## config.mk

```make
export PLATFORM = sky130hd
export DESIGN_NAME = eth_irq_ctrl
export DESIGN_NICKNAME = d
export VERILOG_FILES = /design/src/rtl/eic_pkg.sv /design/src/rtl/eic_rst_sync.sv /design/src/rtl/eic_regif.sv /design/src/rtl/eic_coalesce.sv /design/src/rtl/eic_status.sv /design/src/rtl/eth_irq_ctrl.sv
export SDC_FILE = /design/constraint.sdc
export NUM_CORES = 1
export LEC_CHECK = 0
export BUFFER_PORTS_ARGS = -buffer_cell sky130_fd_sc_hd__buf_2
export CORE_MARGIN = 2
export CORE_UTILIZATION = 46
export CTS_CLUSTER_DIAMETER = 100
export DETAILED_ROUTE_END_ITERATION = 8
export PLACE_DENSITY = 0.75
export SLEW_MARGIN = 25
export SYNTH_ARGS = -nofsm -noshare
export SYNTH_HDL_FRONTEND = slang
export SYNTH_SLANG_ARGS = --single-unit
```

## constraint.sdc

```tcl
create_clock -name clk -period 2.05 [get_ports clk]
set_input_delay 0.41 -clock clk [delete_from_list [all_inputs] [get_ports clk]]
set_output_delay 0.41 -clock clk [all_outputs]
set_load 0.005 [all_outputs]
```

## src/rtl/eic_pkg.sv

```systemverilog
package eic_pkg;

  // Register data width and field positions that software decodes.
  localparam int unsigned REG_W         = 32;
  localparam int unsigned NSRC          = 8;
  localparam int unsigned ADDR_W        = 2;

  // Status bit positions.
  localparam int unsigned SRC_RX_RDY    = 0;
  localparam int unsigned SRC_TX_DONE   = 1;
  localparam int unsigned SRC_TX_EMPTY  = 6;
  localparam int unsigned SRC_RX_MULTI  = 7;
  localparam logic [NSRC-1:0] SRC_STICKY = 8'b1100_0010;

  // Enable word gates and coalescing field.
  localparam int unsigned EN_PORT_POS   = 18;
  localparam int unsigned EN_GLOBAL_POS = 19;
  localparam int unsigned THR_W         = 8;
  localparam int unsigned THR_LSB       = REG_W - THR_W;

  typedef enum logic [ADDR_W-1:0] {
    SEL_STATUS   = 2'd0,
    SEL_ENABLE   = 2'd1,
    SEL_COALESCE = 2'd2,
    SEL_SPARE    = 2'd3
  } reg_sel_e;

  typedef struct packed {
    logic            glob;
    logic            port;
    logic [NSRC-1:0] mask;
  } enable_t;

endpackage

```

## src/rtl/eic_rst_sync.sv

```systemverilog
module eic_rst_sync #(
  parameter int unsigned STAGES = 2
) (
  input  logic clk,
  input  logic rst_n,
  output logic rst_sync_n
);

  logic [STAGES-1:0] sync_q;
  logic [STAGES-1:0] sync_d;

  always_comb begin
    sync_d = {sync_q[STAGES-2:0], 1'b1};
  end

  always_ff @(posedge clk or negedge rst_n) begin
    if (!rst_n) begin
      sync_q <= '0;
    end else begin
      sync_q <= sync_d;
    end
  end

  assign rst_sync_n = sync_q[STAGES-1];

endmodule

```

## src/rtl/eic_regif.sv

```systemverilog
module eic_regif
  import eic_pkg::*;
#(
  parameter int unsigned TMO_W = 16
) (
  input  logic                 clk,
  input  logic                 rst_n,
  input  logic                 wr_i,
  input  logic [ADDR_W-1:0]    addr_i,
  input  logic [REG_W-1:0]     wdata_i,
  input  logic [NSRC-1:0]      raw_i,
  output logic [NSRC-1:0]      clr_o,
  output enable_t              en_o,
  output logic [THR_W-1:0]     thr_o,
  output logic [TMO_W-1:0]     tmo_o,
  output logic [REG_W-1:0]     rdata_o
);

  reg_sel_e         sel;
  logic             wr_status;
  logic             wr_enable;
  logic             wr_coal;
  enable_t          en_q, en_d;
  logic [THR_W-1:0] thr_q, thr_d;
  logic [TMO_W-1:0] tmo_q, tmo_d;
  logic             unused_wdata;

  assign sel       = reg_sel_e'(addr_i);
  assign wr_status = wr_i && (sel == SEL_STATUS);
  assign wr_enable = wr_i && (sel == SEL_ENABLE);
  assign wr_coal   = wr_i && (sel == SEL_COALESCE);

  // Clear vector for the status bank: ones written to the status word.
  assign clr_o = wr_status ? wdata_i[NSRC-1:0] : '0;

  always_comb begin
    en_d  = en_q;
    thr_d = thr_q;
    tmo_d = tmo_q;
    if (wr_enable) begin
      en_d.mask = wdata_i[NSRC-1:0];
      en_d.port = wdata_i[EN_PORT_POS];
      en_d.glob = wdata_i[EN_GLOBAL_POS];
    end
    if (wr_coal) begin
      thr_d = wdata_i[THR_LSB +: THR_W];
      tmo_d = wdata_i[TMO_W-1:0];
    end
  end

  always_ff @(posedge clk or negedge rst_n) begin
    if (!rst_n) begin
      en_q  <= '0;
      thr_q <= '0;
      tmo_q <= '0;
    end else begin
      if (wr_enable) en_q <= en_d;
      if (wr_coal) begin
        thr_q <= thr_d;
        tmo_q <= tmo_d;
      end
    end
  end

  // Combinational read mux.
  always_comb begin
    rdata_o = '0;
    unique case (sel)
      SEL_STATUS:   rdata_o[NSRC-1:0] = raw_i;
      SEL_ENABLE: begin
        rdata_o[NSRC-1:0]     = en_q.mask;
        rdata_o[EN_PORT_POS]   = en_q.port;
        rdata_o[EN_GLOBAL_POS] = en_q.glob;
      end
      SEL_COALESCE: begin
        rdata_o[THR_LSB +: THR_W] = thr_q;
        rdata_o[TMO_W-1:0]        = tmo_q;
      end
      SEL_SPARE:    rdata_o = '0;
      default:      rdata_o = '0;
    endcase
  end

  assign en_o  = en_q;
  assign thr_o = thr_q;
  assign tmo_o = tmo_q;

  assign unused_wdata = &{1'b0, wdata_i};

endmodule

```

## src/rtl/eic_coalesce.sv

```systemverilog
module eic_coalesce
  import eic_pkg::*;
#(
  parameter int unsigned PEND_W = 8,
  parameter int unsigned TMO_W  = 16
) (
  input  logic              clk,
  input  logic              rst_n,
  input  logic              rx_evt_i,
  input  logic              take_i,
  input  logic              clr_multi_i,
  input  logic              tick_i,
  input  logic              multi_q_i,
  input  logic [THR_W-1:0]  thr_i,
  input  logic [TMO_W-1:0]  tmo_i,
  output logic [PEND_W-1:0] pend_o,
  output logic              pend_nz_d_o,
  output logic              multi_set_o
);

  localparam int unsigned CMP_W = (PEND_W > THR_W) ? PEND_W : THR_W;
  localparam logic [PEND_W-1:0] PEND_MAX = {PEND_W{1'b1}};
  localparam logic [TMO_W-1:0]  TMR_MAX  = {TMO_W{1'b1}};

  logic [PEND_W-1:0] pend_q, pend_d;
  logic [TMO_W-1:0]  tmr_q, tmr_d;
  logic              inc, dec;
  logic              tmr_run;
  logic              tmr_fire;
  logic              thr_hit;
  logic [TMO_W:0]    tmr_plus;

  // Pending-frame counter: saturating up, floored down.
  assign inc = rx_evt_i && (pend_q != PEND_MAX);
  assign dec = take_i && (pend_q != '0);

  always_comb begin
    pend_d = pend_q;
    case ({inc, dec})
      2'b10:   pend_d = pend_q + 1'b1;
      2'b01:   pend_d = pend_q - 1'b1;
      default: pend_d = pend_q;
    endcase
  end

  // Timeout counter runs while frames wait and no coalesced event is up.
  assign tmr_run  = (pend_q != '0) && !multi_q_i;
  assign tmr_plus = {1'b0, tmr_q} + 1'b1;
  assign tmr_fire = tmr_run && tick_i && (tmo_i != '0) &&
                    (tmr_plus == {1'b0, tmo_i});

  always_comb begin
    tmr_d = tmr_q;
    if (clr_multi_i || !tmr_run) begin
      tmr_d = '0;
    end else if (tick_i && (tmr_q != TMR_MAX)) begin
      tmr_d = tmr_plus[TMO_W-1:0];
    end
  end

  assign thr_hit = (thr_i != '0) &&
                   (CMP_W'(pend_d) >= CMP_W'(thr_i));

  always_ff @(posedge clk or negedge rst_n) begin
    if (!rst_n) begin
      pend_q <= '0;
      tmr_q  <= '0;
    end else begin
      pend_q <= pend_d;
      tmr_q  <= tmr_d;
    end
  end

  assign pend_o      = pend_q;
  assign pend_nz_d_o = (pend_d != '0);
  assign multi_set_o = thr_hit || tmr_fire;

endmodule

```

## src/rtl/eic_status.sv

```systemverilog
module eic_status
  import eic_pkg::*;
(
  input  logic            clk,
  input  logic            rst_n,
  input  logic            rx_level_i,
  input  logic            tx_done_i,
  input  logic            tx_empty_i,
  input  logic            multi_set_i,
  input  logic [NSRC-1:0] clr_i,
  output logic [NSRC-1:0] raw_o
);

  logic [NSRC-1:0] set_vec;
  logic            unused_clr;

  always_comb begin
    set_vec               = '0;
    set_vec[SRC_TX_DONE]  = tx_done_i;
    set_vec[SRC_TX_EMPTY] = tx_empty_i;
    set_vec[SRC_RX_MULTI] = multi_set_i;
  end

  for (genvar b = 0; b < NSRC; b++) begin : g_bit
    if (b == SRC_RX_RDY) begin : g_level
      // Follows the pending count; a clear re-arms it if frames remain.
      logic q;
      always_ff @(posedge clk or negedge rst_n) begin
        if (!rst_n) q <= 1'b0;
        else        q <= rx_level_i;
      end
      assign raw_o[b] = q;
    end else if (SRC_STICKY[b]) begin : g_sticky
      logic q, d;
      always_comb begin
        d = set_vec[b] || (q && !clr_i[b]);
      end
      always_ff @(posedge clk or negedge rst_n) begin
        if (!rst_n) q <= 1'b0;
        else        q <= d;
      end
      assign raw_o[b] = q;
    end else begin : g_reserved
      assign raw_o[b] = 1'b0;
    end
  end

  assign unused_clr = &{1'b0, clr_i, set_vec};

endmodule

```

## src/rtl/eth_irq_ctrl.sv

```systemverilog
module eth_irq_ctrl
  import eic_pkg::*;
#(
  parameter int unsigned PEND_W = 8,
  parameter int unsigned TMO_W  = 16
) (
  input  logic              clk,
  input  logic              rst_n,
  input  logic              rx_frame_i,
  input  logic              tx_done_i,
  input  logic              tx_empty_i,
  input  logic              tick_i,
  input  logic              reg_wr_i,
  input  logic [ADDR_W-1:0] reg_addr_i,
  input  logic [REG_W-1:0]  reg_wdata_i,
  output logic [REG_W-1:0]  reg_rdata_o,
  output logic              irq_o
);

  logic              rst_sync_n;
  logic [NSRC-1:0]   raw_q;
  logic [NSRC-1:0]   clr_vec;
  enable_t           en_q;
  logic [THR_W-1:0]  thr_q;
  logic [TMO_W-1:0]  tmo_q;
  logic [PEND_W-1:0] pend_q;
  logic              pend_nz_d;
  logic              multi_set;

  eic_rst_sync #(.STAGES(2)) u_rst (
    .clk        (clk),
    .rst_n      (rst_n),
    .rst_sync_n (rst_sync_n)
  );

  eic_regif #(.TMO_W(TMO_W)) u_regif (
    .clk     (clk),
    .rst_n   (rst_sync_n),
    .wr_i    (reg_wr_i),
    .addr_i  (reg_addr_i),
    .wdata_i (reg_wdata_i),
    .raw_i   (raw_q),
    .clr_o   (clr_vec),
    .en_o    (en_q),
    .thr_o   (thr_q),
    .tmo_o   (tmo_q),
    .rdata_o (reg_rdata_o)
  );

  eic_coalesce #(.PEND_W(PEND_W), .TMO_W(TMO_W)) u_coal (
    .clk         (clk),
    .rst_n       (rst_sync_n),
    .rx_evt_i    (rx_frame_i),
    .take_i      (clr_vec[SRC_RX_RDY]),
    .clr_multi_i (clr_vec[SRC_RX_MULTI]),
    .tick_i      (tick_i),
    .multi_q_i   (raw_q[SRC_RX_MULTI]),
    .thr_i       (thr_q),
    .tmo_i       (tmo_q),
    .pend_o      (pend_q),
    .pend_nz_d_o (pend_nz_d),
    .multi_set_o (multi_set)
  );

  eic_status u_stat (
    .clk         (clk),
    .rst_n       (rst_sync_n),
    .rx_level_i  (pend_nz_d),
    .tx_done_i   (tx_done_i),
    .tx_empty_i  (tx_empty_i),
    .multi_set_i (multi_set),
    .clr_i       (clr_vec),
    .raw_o       (raw_q)
  );

  // Three-level gating: per source, port, global.
  assign irq_o = (|(raw_q & en_q.mask)) && en_q.port && en_q.glob;

endmodule

```

== Word level (Yosys, flattened, before mapping) ==
Cells that the tools add are included.
Storage, ports and cells
  bits in registers: 64
Cells by class
  $add $sub $neg: 3
  reduce and logical (&&, ||, !) cells: 33
  mux-type cells: 8
  magnitude comparators: 1
  bitwise operators: 1
  equality and inequality tests: 8
Operators with widths (count)
  $mux 16: 2
  $pmux 8 s4: 1
  $mux 8: 3
  $reduce_bool 8->1: 3
  $add 16x1->17 const B: 1
  $eq 17x16->1: 1
  $logic_and 1x1->1: 16
  $ne 16x16->1 const B: 1
  $pmux 8 s2: 1
  $reduce_bool 16->1: 1
  $add 8x1->8 const B: 1
  $and 8x8->8: 1
  $ge 8x8->1: 1
  $ne 8x8->1 const B: 1
  $reduce_or 8->1: 1
  $sub 8x1->8 const B: 1
  $eq 2x2->1 const B: 3
  $logic_not 1->1: 5
  $logic_or 1x1->1: 5
  $eq 2x1->1 const B: 2
  $logic_not 2->1: 1
  $mux 2: 1
  $reduce_bool 2->1: 1

== Logic depth before layout (Yosys ltp) ==
  depth in word-level cells: 10
  gate-level depth with buffers: 19
  gate-level depth less buffers: 17

== Cells and area by module ==
Synthesis repeated with hierarchy kept, for this count alone.
Unflattened totals
  cell total of the unflattened synthesis: 435
  area total of the unflattened synthesis: 4255.3 µm²
By module, submodules not included
  eic_coalesce: instances 1, area each 2262.2 µm², cells an instance 278
  eic_regif: instances 1, area each 1699.1 µm², cells an instance 129
  eic_status: instances 1, area each 197.7 µm², cells an instance 19
  eic_rst_sync: instances 1, area each 53.8 µm², cells an instance 3
  eth_irq_ctrl: instances 1, area each 42.5 µm², cells an instance 6

== Worst setup path after synthesis ==
OpenSTA, ideal clock, no wires.
  kind: reg-to-reg
  start point: register u_coal.pend_q[3], in the netlist u_coal.pend_o[3]
  end point: register u_stat.g_bit[7].g_sticky.q
  path buffers: 2
  library setup time: 0.130 ns
  slack: -2.028 ns
  clock period less this slack: 4.078 ns
  stages on the path, launching flop included: 20
  arrival: 3.948 ns
  cells stage by stage: dfrtp_1 -> buf_6 -> or4_1 -> nor3_1 -> nor2_1 -> ha_1 -> buf_1 -> xor2_1 -> ha_1 -> a31o_2 -> a22oi_1 -> nand4_1 -> a21oi_1 -> xor2_1 -> ha_1 -> a41o_1 -> a21oi_1 -> o21ai_0 -> a22oi_1 -> o41ai_1
Between the ends
  cells in the longest elaborated chain, start to end: 8
RTL lines
  from (decl): RTL line eic_coalesce.sv:25  | logic [PEND_W-1:0] pend_q, pend_d;
  from (signal assigned): RTL line eic_coalesce.sv:69  | pend_q <= pend_d;
  parallel branches: the longest is 3 deep, another holds $sub 8x1->8
  $pmux 8 s2 (*): RTL line eic_coalesce.sv:39  | case ({inc, dec})
  net u_coal.pend_d[6]: RTL line eic_coalesce.sv:25
  $ge 8x8->1 (*): RTL line eic_coalesce.sv:62  | (CMP_W'(pend_d) >= CMP_W'(thr_i));
  $logic_and 1x1->1 (*): RTL line eic_coalesce.sv:61  | assign thr_hit = (thr_i != '0) &&
  $logic_or 1x1->1 (*): RTL line eic_coalesce.sv:76  | assign multi_set_o = thr_hit || tmr_fire;
  $logic_or 1x1->1 (*): RTL line eic_status.sv:36  | d = set_vec[b] || (q && !clr_i[b]);
  net u_stat.g_bit[7].g_sticky.d: RTL line eic_status.sv:34  | logic q, d;
  to (signal assigned): RTL line eic_status.sv:39  | if (!rst_n) q <= 1'b0;
  to (signal assigned): RTL line eic_status.sv:40  | else q <= d;
  to (decl): RTL line eic_status.sv:34
Mark *: on every way through the listed nets, which the timed path passes.
A chain may end at the register's enable or synchronous reset.

== Worst setup path after layout ==
  start point: register u_coal.pend_q[6], in the netlist u_coal.pend_o[6]
  end point: register u_stat.g_bit[7].g_sticky.q
The elaborated chain is that of the path after synthesis.

==> metrics <==
status complete, but fails checks; failing checks negative setup slack; endpoints failing setup 10; row cnt 33; die width 97.0 µm; Clock Skews 0.00693 ns; Final WS setup -1.62 ns; leak pwr 2.38 nW; HP Class primary input to flip-flop; Starting Density 47.9%; crit path kind flip-flop to flip-flop; CTS Buffer Depth 2; HPWL after DPL 7530 µm; area leader, netlist dfrtp_1; H-Tree Depth 3; Synth cell types 54; final WL 10500 µm; P&R area growth vs syn 33.9%; aggregate global-route resource usage 22.3%; crit path capture type flip-flop; Nets 588; vias in the first global route 3546; Num CTS Buffers 9; EDFF count, synth 0; initial antenna violation count 0; Placed Instances 616; fin crit share 179%; Synth top area share 40.3%; Synth Register Bits 64; share of layout cells above drive strength 1 40.2%; Port Buf Inserts 61; Gate Count Post-Synth 415; via count 3678; Crit path top cell by count xor2_1; Reg2Reg Depth 18; Worst Path Required 2.27 ns; post-synthesis cell area 3980 µm²; Critical Path AT 3.89 ns; pwr/cell area 933 nW/µm²; Crit-path slowest cell or4_4; wire per inst 16.2 µm; hold_sp tx_done_i; final hold viol count 0; largest cells by area after synthesis dfrtp_1 40%, mux2_2 9.9%, xnor2_1 5.9%; FF-to-FF End u_stat.g_bit[7].g_sticky.q$_DFF_PN0_; CTS tree yes; fmax 272 MHz; antenna cells 0; most used flip-flop cell after synthesis dfrtp_1; Max-Cap Viols 0; relative slew slack 61.3%; Avg Cell Area, Syn 9.58 µm²; Die Height 97.0 µm; CTS root buf clkbuf_8; Tmin final 3.67 ns; drt initial violations 269; critical path startpoint category flip-flop; VDD IR-drop max 0.000498 V; global-route wire length before repair 17000 µm; sink of the worst hold path u_stat.g_bit[1].g_sticky.q$_DFF_PN0_; max incr delay on CP 0.56 ns; Final Non-Filler Cells 645; die area 9400 µm²; drt drc 0; FF-to-FF Start u_coal.pend_o[6]$_DFF_PN0_; R2R Setup Slk -1.62 ns; clock sink total 64; worst-skew pair later-pin latency 0.34 ns; post-synthesis sequential area ratio 40.3%; Final Wtd Congestion 0.917; Worst Hold Depth 2; Worst Tran Pin Value 0.580 ns; Worst-path clk slew 0.07 ns; Via density 5.70; RSZ-0062 raised after global routing yes; critical path cell sequence or4_4 -> nor3_4 -> nor2_2 -> ha_4 -> xor2_1 -> ha_2 -> buf_6 -> nand4_1 -> nand2_1 -> nand3_1 -> a21oi_2 -> xor2_1 -> ha_1 -> a41o_1 -> a21oi_1 -> o21ai_1 -> a22oi_1 -> o41ai_1; Yosys warning count 0; Max Fanout on Critical Path 5; I/O pin total 74; Core Area 8300 µm²; antenna viol nets, final 0; drt pass-1 iters 5; Setup Slack @ Placement -1.54 ns; asr flop ratio synth 100%; grt total ovfl 0; largest net degree at the start of global routing 38; Final Slew Violations 0
## state kept, by name, indices dropped and copies added (netlist names)
signal	flops
u_rst.sync_q	2
u_coal.pend_o	8
u_regif.thr_o	8
u_regif.tmo_o	16
u_stat.g_bit.g_level.q	1
u_regif.en_o	10
u_coal.tmr_q	16
u_stat.g_bit.g_sticky.q	3
## worst max-delay path by stage
| stage | end | start | slack, ns | depth (start not counted) |
|---|---|---|---|---|
| floorplan | u_stat.g_bit[7].g_sticky.q$_DFF_PN0_ | u_coal.pend_o[3]$_DFF_PN0_ | -1.61 | 19 |
| detailed placement | u_stat.g_bit[7].g_sticky.q$_DFF_PN0_ | u_coal.pend_o[3]$_DFF_PN0_ | -1.54 | 18 |
| finish | u_stat.g_bit[7].g_sticky.q$_DFF_PN0_ | u_coal.pend_o[6]$_DFF_PN0_ | -1.62 | 18 |
| global placement | u_stat.g_bit[7].g_sticky.q$_DFF_PN0_ | u_coal.pend_o[6]$_DFF_PN0_ | -1.42 | 17 |
| global route | u_stat.g_bit[7].g_sticky.q$_DFF_PN0_ | u_coal.pend_o[6]$_DFF_PN0_ | -1.84 | 18 |
| CTS | u_stat.g_bit[0].g_level.q$_DFF_PN0_ | u_coal.pend_o[6]$_DFF_PN0_ | -1.49 | 14 |
## critical path: cells and delay by family, from the launching register on
family | cells | cell delay, ns
and+or+nand+nor | 6 | 1.10
adders and majority gates | 3 | 0.72
AOI/OAI and AO/OA | 6 | 0.81
DFF | 1 | 0.37
buffers and inverters | 1 | 0.13
xor gates and xnor gates | 2 | 0.43
## what timing repair did
action                     4_1_cts  5_1_grt
pin swaps                        9       17
hold endpoints to repair         2        0
resized for setup               16       29
hold buffers                     1        0
setup endpoints to repair       11       19
setup buffers                    4        9
cloned                           0        1
## cells in the mapped netlist (all sizes together) (2+ instances only)
cell type  count
a21o           6
a21oi         24
a22o           4
a22oi          5
and2          19
and3           2
buf           13
clkbuf        14
conb           2
dfrtp         64
ha            12
inv           11
mux2          35
mux2i          5
nand2         30
nand2b         5
nand3         10
nand3b         2
nand4          9
nor2          34
nor2b          4
nor3          12
nor4           8
nor4bb         2
o21ai         14
or3            6
or4            3
xnor2         27
xor2          15
## layout by cell type, fill, tap and decap left out, types with 8 or more instances in the layout
cell type,count
nor3_1,10
buf_2,61
ha_1,8
mux2_2,35
nor2_1,29
buf_4,60
xnor2_1,24
a21oi_1,20
nand4_1,8
nand3_1,9
and2_1,19
dfrtp_1,63
xor2_1,13
inv_1,9
nor4_1,8
nand2_1,29
clkbuf_8,10
## area by class of cell
cell class	instances	area (µm²)
sequential	64	1600
inverter	11	43.8
multi-input combinational	318	2410
fill	621	2980
timing repair buffer	131	916
clock inverter	3	65.1
tap	105	131
clock buffer	13	149
## kinds of logic after synthesis
group / after synthesis / synth area share, %
other: 2 / 0.189
muxes: 40 / 11.2
buffers and inverters: 38 / 4.63
xor gates and xnor gates: 42 / 9.25
AOI/OAI and AO/OA: 65 / 10.5
adders and majority gates: 12 / 3.78
and+or+nand+nor: 152 / 20.2
DFF: 64 / 40.3
## routing by layer
layer	up-vias	part of all wire (%)	global-route usage [%]	wire length (µm)
met5	-	0	0	0
met4	0	3.2	9.10	331
met3	35	6.5	4.77	676
met2	180	48	35.5	4980
met1	1776	43	29.5	4480
li1	1687	-	-	-
## through the flow
step                instance area, µm²  TNS [ns]  hold slack [ns]  utilization (%)  power [mW]
finish                            5320     -7.04            0.252             64.1        4.96
global route                      5320     -8.31            0.236             64.1        5.27
CTS                               5080     -6.33            0.242             61.2        4.77
detailed placement                4760     -6.71            0.197             57.4        3.47
global placement                  4760     -5.95            0.195             57.4        3.40
floorplan                         4030     -5.78            0.114                -        2.76
## where the power goes
group | internal, mW | switching [mW] | total (mW)
clock network | 0.718 | 0.455 | 1.17
logic | 1.05 | 1.01 | 2.05
registers | 1.49 | 0.244 | 1.74
Power figures use the tool's default switching activity.
